**src/rtl/irq_steer_pkg.sv**
```systemverilog
// Package: shared offsets and trigger codes for the steerable interrupt controller.
// Assumes byte offsets of 8 bits and 32-bit registers.
package irq_steer_pkg;
    localparam int ADDR_W = 8;

    localparam logic [ADDR_W-1:0] OFS_CFG0_SET = 8'h40;
    localparam logic [ADDR_W-1:0] OFS_CFG0_CLR = 8'h44;
    localparam logic [ADDR_W-1:0] OFS_CFG1_SET = 8'h48;
    localparam logic [ADDR_W-1:0] OFS_CFG1_CLR = 8'h4C;
    localparam logic [ADDR_W-1:0] OFS_CFG2_SET = 8'h50;
    localparam logic [ADDR_W-1:0] OFS_CFG2_CLR = 8'h54; // read: pending of line 0
    localparam logic [ADDR_W-1:0] OFS_SSEL_SET = 8'h58;
    localparam logic [ADDR_W-1:0] OFS_SSEL_CLR = 8'h5C; // read: pending of line 1
    localparam logic [ADDR_W-1:0] OFS_ASGN_SET = 8'h60;
    localparam logic [ADDR_W-1:0] OFS_ASGN_CLR = 8'h64;
    localparam logic [ADDR_W-1:0] OFS_WAKE_SET = 8'h68;
    localparam logic [ADDR_W-1:0] OFS_WAKE_CLR = 8'h6C;
    localparam logic [ADDR_W-1:0] OFS_MASK_SET = 8'h70;
    localparam logic [ADDR_W-1:0] OFS_MASK_CLR = 8'h74;
    localparam logic [ADDR_W-1:0] OFS_RCAP     = 8'h78;
    localparam logic [ADDR_W-1:0] OFS_FCAP     = 8'h7C;
    localparam logic [ADDR_W-1:0] OFS_TEST     = 8'h80;

    typedef enum logic [2:0] {
        TRIG_OFF   = 3'b000,
        TRIG_RISE  = 3'b001,
        TRIG_FALL  = 3'b010,
        TRIG_BOTH  = 3'b011,
        TRIG_LVL_H = 3'b101,
        TRIG_LVL_L = 3'b110
    } trig_e;
endpackage

```
**src/rtl/irq_sync2.sv**
```systemverilog
// Module: two-flop synchroniser for a vector of asynchronous inputs.
// Assumes each bit is independent; no bus coherence is needed across bits.
module irq_sync2 #(
    parameter int WIDTH = 32
) (
    input  logic             clk,
    input  logic             rst_n,
    input  logic [WIDTH-1:0] d_async,
    output logic [WIDTH-1:0] d_sync
);
    logic [WIDTH-1:0] stage1;

    // Two-stage capture of the raw inputs into the clock domain.
    always_ff @(posedge clk) begin
        if (!rst_n) begin
            stage1 <= '0;
            d_sync <= '0;
        end else begin
            stage1 <= d_async;
            d_sync <= stage1;
        end
    end
endmodule

```
**src/rtl/irq_src_cell.sv**
```systemverilog
// Module: trigger logic of one interrupt source. It detects edges on the
// selected, already synchronous signal, holds the edge captures and derives the
// unmasked trigger condition from the 3-bit mode.
// Assumes sig is synchronous to clk. Codes 100 and 111 act as disabled.
module irq_src_cell
    import irq_steer_pkg::*;
(
    input  logic       clk,
    input  logic       rst_n,
    input  logic       sig,
    input  logic [2:0] mode,
    input  logic       rise_clr,
    input  logic       fall_clr,
    output logic       rise_cap,
    output logic       fall_cap,
    output logic       pend_raw
);
    logic sig_d;
    logic rise_ev;
    logic fall_ev;
    logic edge_mode;

    // Previous value of the signal, for edge detection.
    always_ff @(posedge clk) begin
        if (!rst_n) sig_d <= 1'b0;
        else        sig_d <= sig;
    end

    assign rise_ev   = sig & ~sig_d;
    assign fall_ev   = ~sig & sig_d;
    assign edge_mode = ~mode[2];

    // Edge captures: a new event wins over a clear in the same cycle.
    always_ff @(posedge clk) begin
        if (!rst_n) begin
            rise_cap <= 1'b0;
            fall_cap <= 1'b0;
        end else begin
            if (edge_mode && mode[0] && rise_ev) rise_cap <= 1'b1;
            else if (rise_clr)                   rise_cap <= 1'b0;
            if (edge_mode && mode[1] && fall_ev) fall_cap <= 1'b1;
            else if (fall_clr)                   fall_cap <= 1'b0;
        end
    end

    // Unmasked trigger condition for the current mode.
    always_comb begin
        case (mode)
            TRIG_RISE, TRIG_FALL, TRIG_BOTH: pend_raw = rise_cap | fall_cap;
            TRIG_LVL_H:                      pend_raw = sig;
            TRIG_LVL_L:                      pend_raw = ~sig;
            default:                         pend_raw = 1'b0;
        endcase
    end

    // A capture, once set, stays until cleared by software.
    assert_rise_hold_R4: assert property (@(posedge clk) disable iff (!rst_n)
        (rise_cap && !rise_clr) |=> rise_cap);
    assert_fall_hold_R5: assert property (@(posedge clk) disable iff (!rst_n)
        (fall_cap && !fall_clr) |=> fall_cap);
    // Level and undefined modes never create a capture.
    assert_level_nocap_R7: assert property (@(posedge clk) disable iff (!rst_n)
        (mode[2] && !rise_cap && !fall_cap) |=> (!rise_cap && !fall_cap));
endmodule

```
**src/rtl/irq_regbank.sv**
```systemverilog
// Module: per-source set/clear register bank. It holds the three trigger-code
// bits, source select, assignment, wake enable, mask and the test register.
// Assumes single-cycle writes; a set offset and a clear offset never coincide.
module irq_regbank
    import irq_steer_pkg::*;
#(
    parameter int NSRC = 32
) (
    input  logic              clk,
    input  logic              rst_n,
    input  logic              reg_wr,
    input  logic [ADDR_W-1:0] reg_addr,
    input  logic [NSRC-1:0]   reg_wdata,
    output logic [NSRC-1:0]   cfg0,
    output logic [NSRC-1:0]   cfg1,
    output logic [NSRC-1:0]   cfg2,
    output logic [NSRC-1:0]   ssel,
    output logic [NSRC-1:0]   asgn,
    output logic [NSRC-1:0]   wake_en,
    output logic [NSRC-1:0]   mask,
    output logic [NSRC-1:0]   test_bits,
    output logic [NSRC-1:0]   rcap_clr,
    output logic [NSRC-1:0]   fcap_clr
);
    // Register update: ones set or clear the matching bits only.
    always_ff @(posedge clk) begin
        if (!rst_n) begin
            cfg0      <= '0;
            cfg1      <= '0;
            cfg2      <= '0;
            ssel      <= '1;
            asgn      <= '0;
            wake_en   <= '0;
            mask      <= '0;
            test_bits <= '0;
        end else if (reg_wr) begin
            case (reg_addr)
                OFS_CFG0_SET: cfg0      <= cfg0 | reg_wdata;
                OFS_CFG0_CLR: cfg0      <= cfg0 & ~reg_wdata;
                OFS_CFG1_SET: cfg1      <= cfg1 | reg_wdata;
                OFS_CFG1_CLR: cfg1      <= cfg1 & ~reg_wdata;
                OFS_CFG2_SET: cfg2      <= cfg2 | reg_wdata;
                OFS_CFG2_CLR: cfg2      <= cfg2 & ~reg_wdata;
                OFS_SSEL_SET: ssel      <= ssel | reg_wdata;
                OFS_SSEL_CLR: ssel      <= ssel & ~reg_wdata;
                OFS_ASGN_SET: asgn      <= asgn | reg_wdata;
                OFS_ASGN_CLR: asgn      <= asgn & ~reg_wdata;
                OFS_WAKE_SET: wake_en   <= wake_en | reg_wdata;
                OFS_WAKE_CLR: wake_en   <= wake_en & ~reg_wdata;
                OFS_MASK_SET: mask      <= mask | reg_wdata;
                OFS_MASK_CLR: mask      <= mask & ~reg_wdata;
                OFS_TEST:     test_bits <= reg_wdata;
                default: ;
            endcase
        end
    end

    // Capture-clear strobes for the source cells.
    always_comb begin
        rcap_clr = (reg_wr && reg_addr == OFS_RCAP) ? reg_wdata : '0;
        fcap_clr = (reg_wr && reg_addr == OFS_FCAP) ? reg_wdata : '0;
    end

    // Set and clear writes touch exactly the bits written as one.
    assert_mask_set_R2: assert property (@(posedge clk) disable iff (!rst_n)
        (reg_wr && reg_addr == OFS_MASK_SET) |=> ((mask & $past(reg_wdata)) == $past(reg_wdata)));
    assert_mask_clr_R2: assert property (@(posedge clk) disable iff (!rst_n)
        (reg_wr && reg_addr == OFS_MASK_CLR) |=> ((mask & ~$past(reg_wdata)) == ($past(mask) & ~$past(reg_wdata))));
    // The offset shared with the pending read of line 1 clears source select.
    assert_ssel_alias_R3: assert property (@(posedge clk) disable iff (!rst_n)
        (reg_wr && reg_addr == OFS_SSEL_CLR) |=> ((ssel & $past(reg_wdata)) == '0));
endmodule

```
**src/rtl/irq_steer_ctrl.sv**
```systemverilog
// Module: top of the steerable interrupt controller. It synchronises the pins,
// picks pin or test bit per source, runs one trigger cell per source, masks and
// steers the pending sources onto two request lines, and drives wake and the
// read mux.
// Assumes NSRC equals the register width of 32.
module irq_steer_ctrl
    import irq_steer_pkg::*;
#(
    parameter int NSRC = 32
) (
    input  logic              clk,
    input  logic              rst_n,
    input  logic              reg_wr,
    input  logic [ADDR_W-1:0] reg_addr,
    input  logic [NSRC-1:0]   reg_wdata,
    output logic [NSRC-1:0]   reg_rdata,
    input  logic [NSRC-1:0]   src_in,
    output logic              req0,
    output logic              req1,
    output logic              wake
);
    logic [NSRC-1:0] cfg0, cfg1, cfg2, ssel, asgn, wake_en, mask, test_bits;
    logic [NSRC-1:0] rcap_clr, fcap_clr, rcap, fcap;
    logic [NSRC-1:0] pin_sync, sel_sig, pend_raw, pend, pend0, pend1;

    irq_sync2 #(.WIDTH(NSRC)) u_sync (
        .clk     (clk),
        .rst_n   (rst_n),
        .d_async (src_in),
        .d_sync  (pin_sync)
    );

    irq_regbank #(.NSRC(NSRC)) u_regs (
        .clk       (clk),
        .rst_n     (rst_n),
        .reg_wr    (reg_wr),
        .reg_addr  (reg_addr),
        .reg_wdata (reg_wdata),
        .cfg0      (cfg0),
        .cfg1      (cfg1),
        .cfg2      (cfg2),
        .ssel      (ssel),
        .asgn      (asgn),
        .wake_en   (wake_en),
        .mask      (mask),
        .test_bits (test_bits),
        .rcap_clr  (rcap_clr),
        .fcap_clr  (fcap_clr)
    );

    // Source choice: synchronised pin or test register bit.
    assign sel_sig = (pin_sync & ssel) | (test_bits & ~ssel);

    for (genvar i = 0; i < NSRC; i++) begin : g_src
        irq_src_cell u_cell (
            .clk      (clk),
            .rst_n    (rst_n),
            .sig      (sel_sig[i]),
            .mode     ({cfg2[i], cfg1[i], cfg0[i]}),
            .rise_clr (rcap_clr[i]),
            .fall_clr (fcap_clr[i]),
            .rise_cap (rcap[i]),
            .fall_cap (fcap[i]),
            .pend_raw (pend_raw[i])
        );
    end

    // Masking and steering onto the two request lines.
    always_comb begin
        pend  = pend_raw & mask;
        pend0 = pend & asgn;
        pend1 = pend & ~asgn;
        req0  = |pend0;
        req1  = |pend1;
        wake  = |(pend_raw & wake_en);
    end

    // Read mux; the write-only offsets read as zero.
    always_comb begin
        case (reg_addr)
            OFS_CFG0_SET: reg_rdata = cfg0;
            OFS_CFG1_SET: reg_rdata = cfg1;
            OFS_CFG2_SET: reg_rdata = cfg2;
            OFS_CFG2_CLR: reg_rdata = pend0;
            OFS_SSEL_SET: reg_rdata = ssel;
            OFS_SSEL_CLR: reg_rdata = pend1;
            OFS_ASGN_SET: reg_rdata = asgn;
            OFS_WAKE_SET: reg_rdata = wake_en;
            OFS_MASK_SET: reg_rdata = mask;
            OFS_RCAP:     reg_rdata = rcap;
            OFS_FCAP:     reg_rdata = fcap;
            OFS_TEST:     reg_rdata = test_bits;
            default:      reg_rdata = '0;
        endcase
    end

    // No request line can be active while every mask bit is clear.
    assert_mask_gate_R10: assert property (@(posedge clk) disable iff (!rst_n)
        (mask == '0) |-> (!req0 && !req1));
    // Wake needs at least one wake-enabled source.
    assert_wake_gate_R11: assert property (@(posedge clk) disable iff (!rst_n)
        (wake_en == '0) |-> !wake);
    // The two lines never share a source, so both high means two pending bits.
    assert_two_lines_R10: assert property (@(posedge clk) disable iff (!rst_n)
        (req0 && req1) |-> ($countones(pend_raw & mask) >= 2));
endmodule

```
**config.mk**
```make
export PLATFORM = sky130hd
export DESIGN_NAME = irq_steer_ctrl
export DESIGN_NICKNAME = d
export VERILOG_FILES = /design/src/rtl/irq_steer_pkg.sv /design/src/rtl/irq_sync2.sv /design/src/rtl/irq_src_cell.sv /design/src/rtl/irq_regbank.sv /design/src/rtl/irq_steer_ctrl.sv
export SDC_FILE = /design/constraint.sdc
export NUM_CORES = 1
export LEC_CHECK = 0
export BUFFER_PORTS_ARGS = -buffer_cell sky130_fd_sc_hd__buf_2
export CORE_MARGIN = 2
export CORE_UTILIZATION = 45
export DETAILED_ROUTE_END_ITERATION = 6
export GPL_ROUTABILITY_DRIVEN = 0
export RECOVER_POWER = 100
export SLEW_MARGIN = 15
export SYNTH_ARGS = -nofsm -noshare
export SYNTH_HDL_FRONTEND = slang
export SYNTH_HIERARCHICAL = 1
export SYNTH_SLANG_ARGS = --single-unit
```
**constraint.sdc**
```tcl
create_clock -name clk -period 4.6 [get_ports clk]
set_input_delay 0.92 -clock clk [delete_from_list [all_inputs] [get_ports clk]]
set_output_delay 0.92 -clock clk [all_outputs]
set_load 0.01 [all_outputs]
```
Word-level counts from Yosys, hierarchy flattened:

Cells that the tools add are included.

* equality and inequality tests: 177
* mux-type cells: 170
* bitwise gates (word level): 216
* reduce and logical (&&, ||, !) cells: 244

Operator list (count)
* 32-bit case mux with 2 select lines: 7
* 32-bit AND: 13
* 32-bit case mux with 12 select lines: 1
* 32-bit bitwise OR: 8
* 3-bit by 2-bit == test with 1-bit output, second input constant: 64
* 3-bit == test, second input constant: 64
* 2-bit nonzero test: 71
* 1-bit logical AND: 130
* 8-bit by 7-bit == test with 1-bit output, second input constant: 16
* 1-bit two-way mux: 128
* 3-bit by 1-bit == test with 1-bit output, second input constant: 32
* 1-bit NOT: 96
* 32-bit NOT: 3
* 1-bit case mux with 3 select lines: 32
* 3-bit OR reduction: 32
* 32-bit OR reduction: 3
* 1-bit AND: 64
* 32-bit two-way mux: 2
* 1-bit bitwise OR: 32
* 2-bit AND reduction: 8
* 8-bit == test, second input constant: 1

* register bits: 416
* input bits: 75
* output and inout bits: 35
* logic and storage cells: 913

Longest topological paths before layout:

Gate-level depths: netlist of the first run.

* word-level depth: 8
* mapped depth: 8
* depth with buffers taken out: 7

By module:

The synthesis of the first run kept the hierarchy.

By module, submodules not included
* irq_regbank: times used 1, cells an instance 1244, area each 11144.4 um2, sequential area each 5124.9 um2
* irq_steer_ctrl: times used 1, cells an instance 618, area each 4650.7 um2, sequential area each 0.0 um2
* irq_src_cell: times used 32, cells an instance 13, area each 145.1 um2, sequential area each 60.1 um2
* irq_sync2: times used 1, cells an instance 134, area each 1791.7 um2, sequential area each 1281.2 um2

Worst setup path before layout of the first run:

Ideal clock, no wire load.

* path kind: input -> output
* start point: input reg_addr[3]
* end point: output reg_rdata[7]
* arrival: 2224 ps
* data required time: 3680 ps
* slack: 1456 ps
* cell stages on the path: 6
* buffers on the path: 2
* cells stage by stage: buf_2 buf_2 mux2i_1 nor3_1 or4_1 a211o_1

* cells in the longest elaborated chain, start to end: 2
* elaborated cells on any way between the ends: 13

Ends and longest elaborated chain
* from (decl): line irq_steer_ctrl.sv:14 `input logic [ADDR_W-1:0] reg_addr,`
* 8-bit == test or 8-bit by 7-bit == test with 1-bit output (tied branches): line irq_steer_ctrl.sv:80 `case (reg_addr)`
* 32-bit case mux with 12 select lines *: line irq_steer_ctrl.sv:80
* to (decl): line irq_steer_ctrl.sv:16 `output logic [NSRC-1:0] reg_rdata,`

Every way passes the cells marked *; elsewhere a longest branch is shown, timed or not.

Worst setup path after layout of the first run:

* start point: input reg_addr[6]
* end point: output reg_rdata[22]

The elaborated chain is that of the path after synthesis.

==> results of run 1 <==
==> where the power goes <==
part | internal [uW] | leakage, uW | switching, uW | total (uW)
Combinational | 151 | 0.00575 | 403 | 554
Sequential | 3640 | 0.00337 | 18.5 | 3660
Clock | 2290 | 0.000757 | 1560 | 3860
Total | 6090 | 0.00988 | 1980 | 8070
==> final timing paths <==
path,end,startpoint,slack [ns]
worst max-delay path,reg_rdata[22],reg_addr[6],0.08
worst min-delay path,u_sync/d_sync[30],u_sync/stage1[30],0.44
worst max register to register,g_src[5].u_cell/rise_cap,flop,3.22
worst min register to register,u_sync/d_sync[30],u_sync/stage1[30],0.44
==> per-layer routing <==
layer,vias to the layer above,global-route usage
li1,8981,-
met1,10100,0.433
met2,1186,0.492
met3,311,0.0765
met4,4,0.172
met5,-,0
==> cells by family (layout without fill, tap and decap cells) <==
logic type | count (synthesis) | after routing | synth area share
multiplexers | 311 | 311 | 0.154
flip-flops | 416 | 416 | 0.375
AND/OR/NAND/NOR | 962 | 962 | 0.263
buffers and inverters | 240 | 271 | 0.0485
XOR/XNOR | 11 | 11 | 0.00433
other | 0 | 3 | 0
AO/OA/AOI/OAI | 472 | 472 | 0.156
==> per-stage QoR <==
step | instances | total power (uW)
2_1_floorplan | 2412 | 4050
3_5_place_dp | 3025 | 4280
4_1_cts | 3107 | 8110
6_report | 3110 | 8070
3_3_place_gp | 3025 | 4270
5_1_grt | 3107 | 8280
==> layout make-up <==
cell class                 instances  area share
timing repair buffer             181      0.0419
sequential                       416       0.337
inverter                           8     0.00122
multi-input combinational       1756       0.523
tap                              664      0.0336
antenna                            3    0.000304
clock buffer                      68      0.0542
clock inverter                    14     0.00821
==> synth_stat cells (23+ instances only) <==
| library cell | count | area, sq um |
|---|---|---|
| sky130_fd_sc_hd__nand2_1 | 231 | 867 |
| sky130_fd_sc_hd__a41oi_1 | 33 | 289 |
| sky130_fd_sc_hd__dfxtp_1 | 416 | 8330 |
| sky130_fd_sc_hd__o31ai_1 | 33 | 248 |
| sky130_fd_sc_hd__mux2_2 | 38 | 428 |
| sky130_fd_sc_hd__a311oi_1 | 32 | 280 |
| sky130_fd_sc_hd__o2bb2ai_1 | 23 | 201 |
| sky130_fd_sc_hd__and2_2 | 96 | 721 |
| sky130_fd_sc_hd__nor2b_1 | 68 | 425 |
| sky130_fd_sc_hd__o21a_1 | 65 | 488 |
| sky130_fd_sc_hd__mux2i_1 | 224 | 2240 |
| sky130_fd_sc_hd__o32ai_1 | 34 | 298 |
| sky130_fd_sc_hd__buf_2 | 68 | 340 |
| sky130_fd_sc_hd__a21oi_1 | 81 | 405 |
| sky130_fd_sc_hd__nand4_1 | 52 | 325 |
| sky130_fd_sc_hd__and2_1 | 74 | 463 |
| sky130_fd_sc_hd__a22oi_1 | 46 | 345 |
| sky130_fd_sc_hd__mux2_1 | 32 | 360 |
| sky130_fd_sc_hd__clkbuf_1 | 126 | 473 |
| sky130_fd_sc_hd__and4bb_2 | 65 | 813 |
| sky130_fd_sc_hd__nand3_1 | 232 | 1160 |
| sky130_fd_sc_hd__nand3b_1 | 31 | 233 |
==> metrics.log, run 1 <==
INFO  metric reg2regPathDepth = 3
INFO  metric postRouteWirelength = about 85000 um
INFO  metric detailed_routed_wire_length_on_met2 = between 30000 and 40000 um
INFO  metric area_delta_synth_final = 11.1%
INFO  metric num_vias = 20600
INFO  metric setup_tns = 0 ns
INFO  metric cp-start-kind = input pin
INFO  metric synth_warnings = 6
INFO  metric hp-class = flop to flop
INFO  metric critPathBufInv = 3
INFO  metric final_cell_mix = sky130_fd_sc_hd__dfxtp_1 (416), sky130_fd_sc_hd__nand3_1 (232), sky130_fd_sc_hd__nand2_1 (231)
INFO  metric worst_path_max_delay_cell = sky130_fd_sc_hd__nor2_2
INFO  metric finalWorstPathRequiredPeriod = 4.52 ns
INFO  metric drv_slew = roughly 470
INFO  metric num-fill-cells = around 4600
INFO  metric detail_route.wl_per_cell = around 27 um
INFO  metric hold_depth = 1
INFO  metric critical-path-top-cell-by-count = sky130_fd_sc_hd__clkbuf_2
INFO  metric final-setup-viol-count = 0
INFO  metric gr-total-overflow = 0
INFO  metric vias_in_the_first_global_route = approximately 20000
INFO  metric post_synth_inst_count = approximately 2400
INFO  metric row_count = 81
INFO  metric critical_path_required = 3.68 ns
INFO  metric rsz0062_at_grt = false
INFO  metric clkSinkCount = 416
INFO  metric fraction_of_final_layout_cells_with_drive_strength_greater_than_1 = 0.190
INFO  metric worstMarginPinSlew = around 2.1 ns
INFO  metric cts_made_buffers = 48
INFO  metric dieArea = roughly 51000 sq um
INFO  metric drv_cap = 7
INFO  metric detailedPlace.worstSlack = 0.516 ns
INFO  metric endpoint_kind = primary output
INFO  metric met3RoutedLength = between 8000 and 9000 um
INFO  metric slew_headroom = -0.416
INFO  metric post_cts.resized_instances = 0
INFO  metric final_cell_area = ~25000 sq um
INFO  metric m1WireLength = about 35000 um
INFO  metric status = finished with violations
INFO  metric hold_viol_final = 0
INFO  metric port_buffers = about 110
INFO  metric floorplan_die_height = between 200 and 250 um
INFO  metric post-dp-hpwl = 56900 um
INFO  metric vdd_ir_drop_max = approximately 340 uV
INFO  metric cts-htree-levels = 2
INFO  metric max_clock_freq = roughly 0.22 GHz
INFO  metric drt_pass1_iterations = 6
INFO  metric cts.root.buffer_cell = sky130_fd_sc_hd__clkbuf_16
INFO  metric ys_async_sr_fraction = 0
INFO  metric max_stage_delay = about 0.84 ns
INFO  metric avgViaCountPerCell = around 6.6
INFO  metric initialDrtViolationCount = 2586
INFO  metric worstPathCellList = clkbuf_2 > nand2b_1 > nor2_2 > clkbuf_2 > a221oi_1 > o21ai_1 > buf_2
INFO  metric globalRouteTotalUtil = 0.326
INFO  metric yosys_most_used_dff = sky130_fd_sc_hd__dfxtp_1
INFO  metric synth_sequential_area_ratio = 0.375
INFO  metric synthesis.area_per_instance = approximately 9.2 sq um
INFO  metric startpoint_to_endpoint_class_of_the_critical_path = input pin to primary output
INFO  metric die_w = approximately 230 um
INFO  metric mappedNetlistNets = between 2000 and 2500
INFO  metric cts_max_path_buffers = 3
INFO  metric holdWs = ~0.44 ns
INFO  metric clkLatencyLatePin = 0.59 ns
INFO  metric cts_setup_buffers = 0
INFO  metric cts.clk_slew.worst_paths = around 0.06 ns
INFO  metric postSynthRegisterBits = about 420
INFO  metric grt_pass1_wl = between 100000 and 150000 um
INFO  metric cts_hold_buf = 0
INFO  metric layout.nets = between 2000 and 2500
INFO  metric route.detailed.drc = 0
INFO  metric antenna_violations_before_repair = 4
INFO  metric synthesis.area = around 22000 sq um
INFO  metric power_density = about 330 nW/um^2
INFO  metric dpl-instance-area = between 20000 and 25000 sq um
INFO  metric timing.final.ws_setup = 0.0758 ns
INFO  metric critical_path_stages = 7
INFO  metric design.core.area = roughly 49000 sq um
INFO  metric sequential_cell_area = approximately 8300 sq um
INFO  metric cp.arrival = between 3 and 4 ns
INFO  metric multi_input_area = roughly 13000 sq um
INFO  metric detail-route-antenna-nets = 0
INFO  metric synthDistinctLibCells = around 80
INFO  metric num_io_pins = 110
INFO  metric failed_checks = max-capacitance violations, max-slew violations
INFO  metric fin_skew = approximately 0.012 ns
INFO  metric min_period_over_period = 0.984
INFO  metric layout.core_utilization = 0.506
INFO  metric grt_start_max_net_pins = about 110
INFO  metric final_common_cell = sky130_fd_sc_hd__dfxtp_1
INFO  metric initial_core_util = 0.455
INFO  metric power.leakage = between 0.009 and 0.01 uW
INFO  metric critical_path.max_fanout = 26
INFO  metric synth_enable_flop_cells = 0
INFO  metric clock_tree_from_tritoncts = built
INFO  metric crit_family = simple AND/OR/NAND/NOR gates
INFO  metric topRoutingLayerUsed = met5
(Power assumes the default switching activity.)
==> run 2: changes to the inputs <==
==> constraint.sdc (replaced) <==
create_clock -name clk -period 4.6 [get_ports clk]
set_input_delay 0.23 -clock clk [delete_from_list [all_inputs] [get_ports clk]]
set_output_delay 0.23 -clock clk [all_outputs]
set_load 0.01 [all_outputs]
==> run 2 against run 1 <==
The run still ends with max-capacitance violations, max-slew violations left. Via count up 0.88%. Utilization rose by 0.90 points. Global-route usage is 0.96 points higher. Setup slack improved by 0.47 ns. Sequential power about the same. Clock skew up 0.0044 ns.
==> metrics.log, run 2 (synthesized netlist as in run 1, its figures left out) <==
INFO  metric endpoint_kind = primary output
INFO  metric setup_tns = 0 ns
INFO  metric vdd_ir_drop_max = 281 uV
INFO  metric globalRouteTotalUtil = 0.336
INFO  metric clock_tree_from_tritoncts = built
INFO  metric power.leakage = about 0.01 uW
INFO  metric grt_start_max_net_pins = 190
INFO  metric detail-route-antenna-nets = 0
INFO  metric design.core.area = ~49000 sq um
INFO  metric min_period_over_period = 0.882
INFO  metric slew_headroom = -0.572
INFO  metric sequential_cell_area = roughly 8300 sq um
INFO  metric drv_cap = 9
INFO  metric critical_path_required = roughly 4.4 ns
INFO  metric floorplan_die_height = 226 um
INFO  metric initial_core_util = 0.455
INFO  metric rsz0062_at_grt = false
INFO  metric cp-start-kind = input pin
INFO  metric grt_pass1_wl = 130000 um
INFO  metric antenna_violations_before_repair = 2
INFO  metric fin_skew = between 0.015 and 0.02 ns
INFO  metric clkSinkCount = around 420
INFO  metric finalWorstPathRequiredPeriod = slightly above 4 ns
INFO  metric cts_made_buffers = 47
INFO  metric cts_setup_buffers = 0
INFO  metric hold_viol_final = 0
INFO  metric status = finished with violations
INFO  metric layout.nets = roughly 2500
INFO  metric cts_max_path_buffers = 3
INFO  metric port_buffers = between 100 and 150
INFO  metric dieArea = 51200 sq um
INFO  metric topRoutingLayerUsed = met4
INFO  metric p_total = approximately 8200 uW
INFO  metric cp.arrival = roughly 3.8 ns
INFO  metric gr-total-overflow = 0
INFO  metric num_io_pins = 110
INFO  metric clkLatencyLatePin = ~0.60 ns
INFO  metric die_w = between 200 and 250 um
INFO  metric startpoint_to_endpoint_class_of_the_critical_path = input pin to primary output
INFO  metric failed_checks = max-capacitance violations, max-slew violations
INFO  metric initialDrtViolationCount = between 2000 and 3000
INFO  metric met3RoutedLength = between 9000 and 10000 um
INFO  metric hp-class = input pin to flop
INFO  metric critical_path.max_fanout = 37
INFO  metric route.detailed.drc = 0
INFO  metric num-fill-cells = about 4600
INFO  metric detailed_routed_wire_length_on_met2 = about 36000 um
INFO  metric rrSetupSlack = around 3.3 ns
INFO  metric drt_pass1_iterations = 7
INFO  metric m1WireLength = ~35000 um
INFO  metric post-dp-hpwl = between 50000 and 60000 um
INFO  metric drv_slew = 584
INFO  metric cts.clk_slew.worst_paths = 0.06 ns
INFO  metric final_cell_mix = sky130_fd_sc_hd__dfxtp_1 (416), sky130_fd_sc_hd__nand3_1 (232), sky130_fd_sc_hd__nand2_1 (231)
INFO  metric area_delta_synth_final = 13.1%
INFO  metric postRouteWirelength = 86900 um
INFO  metric final_common_cell = sky130_fd_sc_hd__dfxtp_1
INFO  metric fraction_of_final_layout_cells_with_drive_strength_greater_than_1 = 0.180
INFO  metric multi_input_area = between 10000 and 15000 sq um
INFO  metric num_vias = roughly 21000
INFO  metric detail_route.wl_per_cell = 27.7 um
INFO  metric vias_in_the_first_global_route = between 15000 and 20000
INFO  metric row_count = 81
INFO  metric avgViaCountPerCell = ~6.6
INFO  metric max_clock_freq = approximately 0.25 GHz
INFO  metric power_density = ~320 nW/um^2
INFO  metric cts-htree-levels = 2
INFO  metric worstMarginPinSlew = approximately 2.4 ns
INFO  metric cts.root.buffer_cell = sky130_fd_sc_hd__clkbuf_16
INFO  metric final-setup-viol-count = 0
-- run 2: cell types whose count changed in the layout (fill, tap and decap cells not counted), moves of 3 or more --
| cell | before | now |
|---|---|---|
| sky130_fd_sc_hd__dlygate4sd3_1 | 0 | 50 |
| sky130_fd_sc_hd__buf_4 | 59 | 40 |
| sky130_fd_sc_hd__and2_0 | 16 | 6 |
| sky130_fd_sc_hd__and2_1 | 59 | 69 |
| sky130_fd_sc_hd__clkbuf_2 | 12 | 5 |
| sky130_fd_sc_hd__buf_12 | 1 | 4 |
| sky130_fd_sc_hd__clkinvlp_4 | 0 | 3 |
-- run 2: final cells by class --
type	instances	share of cell area
clock inverters	14	0.00806
clock buffers	68	0.0540
flip-flops and latches	416	0.331
diodes	1	0.0000996
repair buffers	213	0.0574
well taps	664	0.0331
multi-input cells	1756	0.515
inverters	8	0.00119
-- run 2: routing by layer --
metal	GRT usage	vias to the layer above
met4	0.203	0
met5	0	-
met3	0.0710	300
met2	0.490	1341
li1	-	9049
met1	0.454	10100
-- run 2: path summary, 6_finish.rpt --
kind / startpoint / endpoint / cells after the start
worst max-delay path: reg_addr[4] / reg_rdata[12] / 7
worst min-delay path: reg_wdata[8] / u_regs/test_bits[8] / 3
worst max register to register: flop / g_src[5].u_cell/rise_cap / 3
worst min register to register: u_sync/stage1[10] / u_sync/d_sync[10] / 1
-- run 2: repair_timing --
action,in CTS,in global routing
resized for setup,0,0
hold endpoints to repair,59,0
hold buffers,50,0
-- run 2: stage by stage --
step                       util  cells  setup WS [ns]  hold slack, ns  cell area [sq um]
after floorplan               -   2412           2.28           0.347              22200
after global placement    0.474   3006           1.52           0.431              23200
after detailed placement  0.474   3006           1.51           0.433              23200
after CTS                 0.516   3138          0.910        0.000658              25200
after global routing      0.514   3139          0.444          0.0273              25100
final                     0.515   3140          0.543          0.0242              25100
-- run 2: power by group --
part	switching, uW	internal (uW)	total [uW]
Clock	1580	2320	3900
Sequential	18.4	3640	3660
Combinational	430	176	606
Total	2030	6130	8160
-- run 2: critical path: stages --
cell,delay (ns)
sky130_fd_sc_hd__clkbuf_2,1.03
sky130_fd_sc_hd__clkbuf_2,0.74
sky130_fd_sc_hd__and2_0,0.94
sky130_fd_sc_hd__a22o_1,0.25
sky130_fd_sc_hd__a22oi_1,0.06
sky130_fd_sc_hd__o211ai_1,0.33
sky130_fd_sc_hd__buf_2,0.21
